$ cat src/rtl/mmcfg_pkg.sv
package mmcfg_pkg;
  localparam int PA_W   = 36;
  localparam int LG_MAX = 28;

  typedef enum logic [1:0] {
    LEN_256 = 2'b00,
    LEN_128 = 2'b01,
    LEN_64  = 2'b10,
    LEN_RSV = 2'b11
  } len_code_e;

  typedef struct packed {
    logic            en;
    logic [PA_W-1:0] base;
    logic [PA_W-1:0] len;
  } win_dec_t;

  function automatic win_dec_t decode_raw(input logic [63:0] raw);
    win_dec_t        d;
    logic [PA_W-1:0] m;
    m = '0;
    m[PA_W-1:LG_MAX] = '1;
    d.en  = raw[0];
    d.len = '0;
    case (len_code_e'(raw[2:1]))
      LEN_128: begin
        m[LG_MAX-1] = 1'b1;
        m[LG_MAX-2] = 1'b1;
        d.len[LG_MAX-1] = 1'b1;
      end
      LEN_64: begin
        m[LG_MAX-2] = 1'b1;
        d.len[LG_MAX-2] = 1'b1;
      end
      default: d.len[LG_MAX] = 1'b1;
    endcase
    d.base = raw[PA_W-1:0] & m;
    return d;
  endfunction
endpackage

$ cat src/rtl/mmcfg_cfg_port.sv
module mmcfg_cfg_port #(
  parameter int          CFG_AW  = 10,
  parameter int          REG_DW  = 24,
  parameter logic [63:0] RST_VAL = 64'h0000_0000_B000_0000
) (
  input  logic              clk,
  input  logic              rst_n,
  input  logic              wr_fire,
  input  logic [CFG_AW-1:0] wr_dw,
  input  logic [31:0]       wr_data,
  input  logic [3:0]        wr_be,
  output logic [63:0]       raw_next,
  output logic              touch
);
  localparam int NBYTES = 8;
  logic [63:0]       raw_q;
  logic [NBYTES-1:0] lane_sel;

  for (genvar b = 0; b < NBYTES; b++) begin : g_lane
    localparam int DW = REG_DW + b / 4;
    localparam int LN = b % 4;
    assign lane_sel[b] = wr_fire && (wr_dw == CFG_AW'(DW)) && wr_be[LN];
    assign raw_next[8*b +: 8] = lane_sel[b] ? wr_data[8*LN +: 8] : raw_q[8*b +: 8];
  end

  assign touch = |lane_sel;

  always_ff @(posedge clk) begin
    if (!rst_n) raw_q <= RST_VAL;
    else        raw_q <= raw_next;
  end
endmodule

$ cat src/rtl/mmcfg_win_reg.sv
module mmcfg_win_reg
  import mmcfg_pkg::*;
#(
  parameter logic [63:0] RST_VAL = 64'h0000_0000_B000_0000
) (
  input  logic        clk,
  input  logic        rst_n,
  input  logic        touch,
  input  logic [63:0] raw_next,
  output win_dec_t    dec,
  output logic        len_err
);
  logic rsvd;
  assign rsvd = (len_code_e'(raw_next[2:1]) == LEN_RSV);

  always_ff @(posedge clk) begin
    if (!rst_n) begin
      dec     <= decode_raw(RST_VAL);
      len_err <= 1'b0;
    end else begin
      len_err <= touch && rsvd;
      if (touch && !rsvd) dec <= decode_raw(raw_next);
    end
  end
endmodule

$ cat src/rtl/mmcfg_hit_cmp.sv
module mmcfg_hit_cmp
  import mmcfg_pkg::*;
#(
  parameter int          REQ_W      = 32,
  parameter logic [63:0] DEF_BASE   = 64'h0000_0000_B000_0000,
  parameter logic [63:0] IOAPIC_BASE = 64'h0000_0000_FEC0_0000
) (
  input  win_dec_t          dec,
  input  logic [REQ_W-1:0]  req_addr,
  output logic              hit,
  output logic [PA_W-1:0]   hole_start,
  output logic [REQ_W-1:0]  hole_end
);
  localparam logic [63:0] HOLE_TOP = IOAPIC_BASE - 64'd1;
  logic [PA_W:0] a_ext, lo, hi;

  assign a_ext = (PA_W+1)'(req_addr);
  assign lo    = {1'b0, dec.base};
  assign hi    = {1'b0, dec.base} + {1'b0, dec.len};

  assign hit        = dec.en && (a_ext >= lo) && (a_ext < hi);
  assign hole_start = dec.en ? hi[PA_W-1:0] : DEF_BASE[PA_W-1:0];
  assign hole_end   = HOLE_TOP[REQ_W-1:0];
endmodule

$ cat src/rtl/mmcfg_window_top.sv
module mmcfg_window_top
  import mmcfg_pkg::*;
#(
  parameter int          CFG_AW      = 10,
  parameter int          REG_DW      = 24,
  parameter int          REQ_W       = 32,
  parameter logic [63:0] DEF_BASE    = 64'h0000_0000_B000_0000,
  parameter logic [63:0] IOAPIC_BASE = 64'h0000_0000_FEC0_0000
) (
  input  logic              clk,
  input  logic              rst_n,
  input  logic              cfg_wr_valid,
  output logic              cfg_wr_ready,
  input  logic [CFG_AW-1:0] cfg_wr_dw,
  input  logic [31:0]       cfg_wr_data,
  input  logic [3:0]        cfg_wr_be,
  input  logic [REQ_W-1:0]  req_addr,
  output logic              cfg_hit,
  output logic              win_en,
  output logic [PA_W-1:0]   win_base,
  output logic [PA_W-1:0]   win_len,
  output logic [PA_W-1:0]   hole_start,
  output logic [REQ_W-1:0]  hole_end,
  output logic              len_err
);
  logic [63:0] raw_next;
  logic        touch;
  win_dec_t    dec;

  assign cfg_wr_ready = 1'b1;

  mmcfg_cfg_port #(.CFG_AW(CFG_AW), .REG_DW(REG_DW), .RST_VAL(DEF_BASE)) u_port (
    .clk(clk), .rst_n(rst_n), .wr_fire(cfg_wr_valid && cfg_wr_ready),
    .wr_dw(cfg_wr_dw), .wr_data(cfg_wr_data), .wr_be(cfg_wr_be),
    .raw_next(raw_next), .touch(touch)
  );

  mmcfg_win_reg #(.RST_VAL(DEF_BASE)) u_reg (
    .clk(clk), .rst_n(rst_n), .touch(touch), .raw_next(raw_next),
    .dec(dec), .len_err(len_err)
  );

  mmcfg_hit_cmp #(.REQ_W(REQ_W), .DEF_BASE(DEF_BASE), .IOAPIC_BASE(IOAPIC_BASE)) u_cmp (
    .dec(dec), .req_addr(req_addr), .hit(cfg_hit),
    .hole_start(hole_start), .hole_end(hole_end)
  );

  assign win_en   = dec.en;
  assign win_base = dec.base;
  assign win_len  = dec.len;
endmodule

$ cat config.mk
export PLATFORM = sky130hd
export DESIGN_NAME = mmcfg_window_top
export DESIGN_NICKNAME = d
export VERILOG_FILES = /design/src/rtl/mmcfg_pkg.sv /design/src/rtl/mmcfg_cfg_port.sv /design/src/rtl/mmcfg_win_reg.sv /design/src/rtl/mmcfg_hit_cmp.sv /design/src/rtl/mmcfg_window_top.sv
export SDC_FILE = /design/constraint.sdc
export NUM_CORES = 1
export LEC_CHECK = 0
export BUFFER_PORTS_ARGS = -buffer_cell sky130_fd_sc_hd__buf_2
export CAP_MARGIN = 20
export CORE_MARGIN = 3
export CORE_UTILIZATION = 40
export CTS_CLUSTER_DIAMETER = 50
export DETAILED_ROUTE_END_ITERATION = 12
export PLACE_DENSITY = 0.61
export RECOVER_POWER = 100
export SYNTH_ARGS = -nofsm -noshare
export SYNTH_HDL_FRONTEND = slang
export SYNTH_HIERARCHICAL = 1
export SYNTH_SLANG_ARGS = --single-unit
$ cat constraint.sdc
create_clock -name clk -period 3.2 [get_ports clk]
set_input_delay 0.16 -clock clk [delete_from_list [all_inputs] [get_ports clk]]
set_output_delay 0.16 -clock clk [all_outputs]
set_load 0.1 [all_outputs]
== Yosys cells after proc, flatten, opt, wreduce, memory -nomap -nowiden ==
Cells that the tools add are included.
Word-level totals
  flip-flop bits (word level): 77
  input port bits: 81
  output and inout port bits: 144
  logic and storage cells: 45
Cells by class
  add/subtract/negate cells: 1
  order comparisons: 2
  equality and inequality tests: 5
  mux-type cells: 14
  bitwise operators: 1
  reductions and logical operators: 17
Operator list (count)
  36-bit by 29-bit adder with 37-bit output: 1
  32-bit by 37-bit < comparator with 1-bit output: 1
  36-bit bitwise AND: 1
  32-bit by 36-bit greater-or-equal comparator with 1-bit output: 1
  36-bit two-way mux: 1
  8-bit two-way mux: 4
  10-bit by 5-bit equality test with 1-bit output (second input constant): 2
  1-bit logical AND: 14
  1-bit two-way mux: 8
  8-bit OR reduction: 1
  2-bit equality test (second input constant): 2
  4-bit two-way mux: 1
  2-bit by 1-bit equality test with 1-bit output (second input constant): 1
  2-bit OR reduction: 1
  1-bit zero test: 1

== Logic depth before layout (Yosys ltp) ==
Gate-level depths: netlist (run 1).
  depth in word-level cells: 10
  depth in mapped cells: 20
  gate-level depth less buffers: 19

== By module ==
The synthesis (run 1) kept the hierarchy.
Modules (own cells, without submodules)
  mmcfg_hit_cmp: times used 1, cells each 518, area an instance 3788.6 um2, sequential area each 0.0 um2
  mmcfg_cfg_port: times used 1, cells each 336, area an instance 3394.5 um2, sequential area each 1281.2 um2
  mmcfg_win_reg: times used 1, cells each 128, area an instance 1041.0 um2, sequential area each 300.3 um2
  mmcfg_window_top: times used 1, cells each 2, area an instance 11.3 um2, sequential area each 0.0 um2

== Worst setup path after synthesis (run 1) ==
Ideal clock, no wire load.
  kind: reg-to-output
  start point: register, netlist name u_reg/dec[64]
  end point: output hole_start[32]
  data arrival time: 4.230 ns
  data required time: 3.040 ns
  slack: -1.190 ns
  cell stages (with the launch flop): 10
  path buffers: 1
  cell sequence: dfxtp_1 ha_1 clkbuf_1 o21a_1 nor2_1 a21oi_1 a31oi_1 o21ai_1 and2_1 nor3_1
On the way
  word-level cells in the longest chain between the ends: 2
Ends and longest elaborated chain
  36-bit by 29-bit adder with 37-bit output: line mmcfg_hit_cmp.sv:19  | assign hi = {1'b0, dec.base} + {1'b0, dec.len};
  36-bit two-way mux: line mmcfg_hit_cmp.sv:22  | assign hole_start = dec.en ? hi[PA_W-1:0] : DEF_BASE[PA_W-1:0];
  end: declaration: line mmcfg_window_top.sv:22  | output logic [PA_W-1:0] hole_start,
No other way between the ends.

== Final worst setup path (run 1) ==
  start point: register, netlist name u_reg/dec[62]
  end point: output cfg_hit
On the way
  word-level cells in the longest chain between the ends: 3
  elaborated cells on any way between the ends: 5
  those cells by class: add/sub (1); order compare (2); reduce/logical (2)
Ends and longest elaborated chain
  36-bit by 29-bit adder with 37-bit output / 32-bit by 36-bit greater-or-equal comparator with 1-bit output (equally long branches): line mmcfg_hit_cmp.sv:19, mmcfg_hit_cmp.sv:21
  32-bit by 37-bit < comparator with 1-bit output / 1-bit logical AND (equally long branches): line mmcfg_hit_cmp.sv:21  | assign hit = dec.en && (a_ext >= lo) && (a_ext < hi);
  1-bit logical AND (*): line mmcfg_hit_cmp.sv:21
  end: declaration: line mmcfg_window_top.sv:18  | output logic cfg_hit,
Every way passes the cells marked *; elsewhere a longest branch is shown, timed or not.

==> results of run 1 <==
==> where the power goes <==
group | switching (mW) | internal (mW) | leakage, nW
clock | 0.121 | 0.249 | 0.0511
combinational | 0.876 | 0.314 | 2.66
sequential | 0.0000869 | 0.348 | 0.227
==> cell usage in the layout (no fill, tap or decap), types with 4 or more instances in the layout <==
cell type,instances
a211oi_1,8
and3_1,6
nor3_1,8
buf_4,7
clkbuf_2,4
mux2i_1,13
buf_2,59
xnor2_1,13
o21a_1,7
a21boi_0,9
dfxtp_2,6
mux2_2,12
nand3_1,18
a31oi_1,4
xor2_1,19
a21oi_1,44
conb_1,92
nand4_1,13
o21ai_0,25
nor2_1,46
nor2b_1,12
and2_1,6
ha_1,97
o21ai_1,4
nand2_1,72
dfxtp_1,22
clkbuf_1,20
a21o_1,33
inv_1,41
ha_4,4
==> flip-flops by register name, indices dropped and copies added, names as in the netlist <==
name           cells
u_reg/dec         14
u_port/raw_q      13
u_reg/len_err      1
==> stage by stage <==
step	hold slack (ps)	util, %	TNS (ps)
finish	146	44.7	0
detailed placement	426	43.4	0
global placement	421	43.4	0
CTS	144	44.6	0
global route	158	44.7	-102
floorplan	299	-	0
==> routing by layer <==
layer	share of wire, %	track usage [%]
met1	46	23.2
met2	47	30.4
met3	5.3	2.60
met4	0.83	2.42
met5	0	0
==> worst max-delay path, stage by stage (launching register included) <==
cell and delay (ps):
dfxtp_2 350, ha_4 180, a21oi_4 140, o31ai_2 100, a21oi_2 170, buf_4 140, xnor2_1 80, ha_1 300
o21ai_0 80, a21oi_1 130, o21a_1 120, o21ai_0 110, a31oi_1 200, o221ai_2 130, o31a_4 310, buf_12 170
==> final cells by class <==
cell class / instances / area, um2
inverter: 41 / 154
clock inverter: 1 / 30.0
tap: 176 / 220
timing repair buffer: 91 / 463
fill: 1460 / 7500
clock buffer: 3 / 75.1
multi-input combinational: 639 / 4550
sequential: 28 / 568
==> repair_timing <==
item                                    in CTS  in global routing
buffers inserted                             0                  3
endpoints found under the setup margin       1                  1
pin swaps                                    3                  6
resized for setup                           14                  5
==> final timing paths <==
path,cells after the start,slack [ps],to
worst min register to register,2,460,u_port/raw_q[34]
worst max-delay path,15,70,cfg_hit
worst max register to register,5,1400,u_reg/dec[63]
worst min-delay path,3,150,u_port/raw_q[35]
==> results.tsv, run 1 <==
stage	metric	value	unit
grt	grt_pass1_vias	4811	
power	power.density	315	nW/um2
setup_path	cp-startpoint	u_reg/dec[62]	
clock_network	cts.reportedPaths.clkPinSlew	70	ps
run_status	status	complete, but fails checks	
floorplan	dieArea	15700	um2
grt	grt_util_all_layers	17.4	%
timing	fin_crit_sh	97.7	%
setup_path	end_kind	output port	
drt	routedWlPerCell	14.5	um
power	p_leak	2.94	nW
placed_design	port_buffers	84	
drt	firstDrtPassIters	5	
grt	grt_max_degree	39	
drt	drt-total-wl	14200	um
placed_design	gp_congestion	0.826	
flow_run	maxCapViolCount	0	
drt	viasPerCell	5.04	
setup_path	arrival	2970	ps
power	p_total	1.91	mW
finish	syn_to_final_growth	6.79	%
timing	clock_skew	7.23	ps
drt	vias	4932	
min_path	hold_start	cfg_wr_data[3]	
yosys	yosysWarnings	6	
grt	antenna_found_initial	0	
clock_network	clk_latency	260	ps
timing	slew_headroom	-18.8	%
grt	grt_overflow	0	
finish	drive_gt1_share	16.3	%
grt	grt_pass1_wl	23300	um
finish	fin_nets	988	
timing	period_minus_slack	3130	ps
setup_path	start_kind	register	
setup_path	path_max_fanout	4	
clock_network	h-tree-depth	1	
timing	grt_setup_unrepaired	true	
clock_network	cts_buffers	3	
finish	fin_cells	979	
setup_path	worstSetupPathType	register to output port	
timing	finalHoldViolCount	0	
floorplan	die_w	125	um
clock_network	cts_tree	yes	
setup_path	required	3040	ps
drt	ant_nets	0	
floorplan	pin_count	225	
floorplan	die_h	125	um
placed_design	place_hpwl	12500	um
placed_design	postPlaceCellArea	5880	um2
finish	fin_area	6060	um2
floorplan	coreArea	13600	um2
timing	timing_worst_slew_pin_value	1780	ps
clock_network	ctsHoldBuffers	0	
yosys	synth_area_per_cell	7.70	um2
finish	antenna_cells	0	
drt	drtIter0Drc	225	
floorplan	start_util	41.9	%
floorplan	rows	42	
timing	fmax	320	MHz
yosys	synth_cells	737	
setup_path	rr_startpoint	u_port/raw_q[1]	
timing	setup_slack	74.8	ps
placed_design	place_inst	972	
placed_design	post-place-ws	124	ps
yosys	synth_area	5670	um2
timing	setup_violations	0	
clock_network	cts.sinks	28	
drt	drc_errors	0	
timing	slew_violations	25	
run_status	violations	max-slew violations	
min_path	hp-class	primary input to register	
power	peakVddDrop	0.269	mV
clock_network	cts-root-buf	clkbuf_16	
clock_network	clockBufferDepth	2	
(Power assumes the default switching activity.)
==> inputs of run 2 (changes only) <==
Settings changed: MAX_ROUTING_LAYER from default to met4.
==> results.tsv, run 2 (synthesis gave the netlist of run 1 again) <==
stage	metric	value	unit
drt	firstDrtPassIters	4	
floorplan	die_w	125	um
setup_path	max_stage_delay	340	ps
timing	setup_violations	0	
floorplan	pin_count	225	
power	power.density	315	nW/um2
setup_path	path_max_fanout	4	
drt	drtIter0Drc	211	
placed_design	postPlaceCellArea	5880	um2
timing	fin_setup_tns	0	ps
setup_path	worst-path-buf-inv	1	
placed_design	place_hpwl	12500	um
timing	setup_slack	99.1	ps
floorplan	start_util	41.9	%
placed_design	post-place-ws	124	ps
finish	seq_area	568	um2
power	p_leak	2.94	nW
setup_path	worstSetupPathType	register to output port	
setup_path	arrival	2940	ps
min_path	hp-class	primary input to register	
timing	finalHoldViolCount	0	
finish	largest_reg_flops	14	
grt	grt_max_degree	39	
run_status	violations	max-slew violations	
timing	grt_setup_unrepaired	true	
drt	drc_errors	0	
setup_path	cp-startpoint	u_reg/dec[62]	
setup_path	crit_chain	ha_4, a21oi_4, o31ai_2, a21oi_2, o21ai_1, xnor2_1, ha_1, nand4_1, nor3_2, o2bb2ai_1, a31oi_1, o221ai_2, o31a_4, buf_12	
finish	fin_nets	988	
setup_path	end_kind	output port	
grt	grt_overflow	0	
clock_network	cts-root-buf	clkbuf_16	
finish	antenna_cells	0	
finish	fin_area	6060	um2
floorplan	coreArea	13600	um2
finish	layout_common_cells	ha_1 (97), conb_1 (92), nand2_1 (72)	
setup_path	cp_top_family	compound AO/OA/AOI/OAI gates	
clock_network	h-tree-depth	1	
finish	fill_cells	1460	
power	peakVddDrop	0.269	mV
grt	antenna_found_initial	0	
grt	grt_pass1_vias	4820	
setup_path	required	3040	ps
finish	final_common_cell	ha_1	
finish	regMostFlops	u_reg/dec	
setup_path	crit_path_top_delay_cell	dfxtp_2	
timing	fin_crit_sh	96.9	%
setup_path	rr_startpoint	u_port/raw_q[1]	
grt	grt_util_all_layers	17.9	%
clock_network	clockBufferDepth	2	
finish	reg.largest.list	u_reg/dec: 14 flops, u_port/raw_q: 13 flops, u_reg/len_err: 1 flops	
run_status	status	complete, but fails checks	
timing	fmax	322	MHz
floorplan	rows	42	
drt	ant_nets	0	
clock_network	cts_tree	yes	
timing	clock_skew	7.33	ps
floorplan	dieArea	15700	um2
finish	fin_cells	979	
power	p_total	1.91	mW
clock_network	cts_buffers	3	
placed_design	port_buffers	84	
floorplan	die_h	125	um
drt	drt-total-wl	14200	um
drt	vias	4904	
drt	routedWlPerCell	14.5	um
grt	grt_pass1_wl	23300	um
placed_design	place_inst	972	
clock_network	cts.sinks	28	
finish	multi_input_area	4550	um2
min_path	hold_start	cfg_wr_data[3]	
clock_network	cts.reportedPaths.clkPinSlew	70	ps
setup_path	start_kind	register	
timing	timing_worst_slew_pin_value	1770	ps
timing	slew_headroom	-18.7	%
flow_run	maxCapViolCount	0	
drt	viasPerCell	5.01	
timing	period_minus_slack	3100	ps
placed_design	gp_congestion	0.838	
finish	drive_gt1_share	16.3	%
clock_network	clk_latency	260	ps
timing	slew_violations	25	
finish	syn_to_final_growth	6.79	%
-- run 2: power by group --
part	switching (mW)	internal, mW	total, mW
clock network	0.121	0.249	0.370
logic	0.876	0.314	1.19
registers	0.0000864	0.348	0.348
-- run 2: routing by layer --
metal | up-vias | global-route usage [%] | routed length [um]
li1 | 2553 | - | -
met1 | 2198 | 23.6 | 6600
met2 | 142 | 30.4 | 6720
met3 | 11 | 2.00 | 774
met4 | 0 | 2.42 | 110
met5 | - | - | 0
-- run 2: area by class of cell --
type | count | share of cell area, %
repair buffers | 91 | 7.64
multi-input cells | 639 | 75.1
clock buffers | 3 | 1.24
inverters | 41 | 2.54
clock inverters | 1 | 0.496
well taps | 176 | 3.63
flip-flops and latches | 28 | 9.37
-- run 2: stage by stage --
stage	hold slack, ps	utilization, %
floorplan	299	-
global placement	421	43.4
detailed placement	426	43.4
CTS	144	44.6
global route	158	44.7
finish	146	44.7
-- run 2: worst reg2reg max path, stage by stage, from the launching register on --
cell and delay, ps:
dfxtp_1 310, mux2_1 340, ha_1 230, and2b_1 470
nand3_1 170, a21boi_0 200
-- run 2: final timing paths --
path              slack, ps  cells past startpoint               end
setup / recovery        100                     14           cfg_hit
setup reg to reg       1400                      5     u_reg/dec[63]
hold reg to reg         460                      2  u_port/raw_q[34]
hold / removal          150                      3  u_port/raw_q[35]
-- run 2: timing repair --
action	4_1_cts	5_1_grt
gates resized for setup	14	5
hold buffers	0	0
buffers inserted	0	3
setup endpoints to repair	1	1
pin swaps	3	6
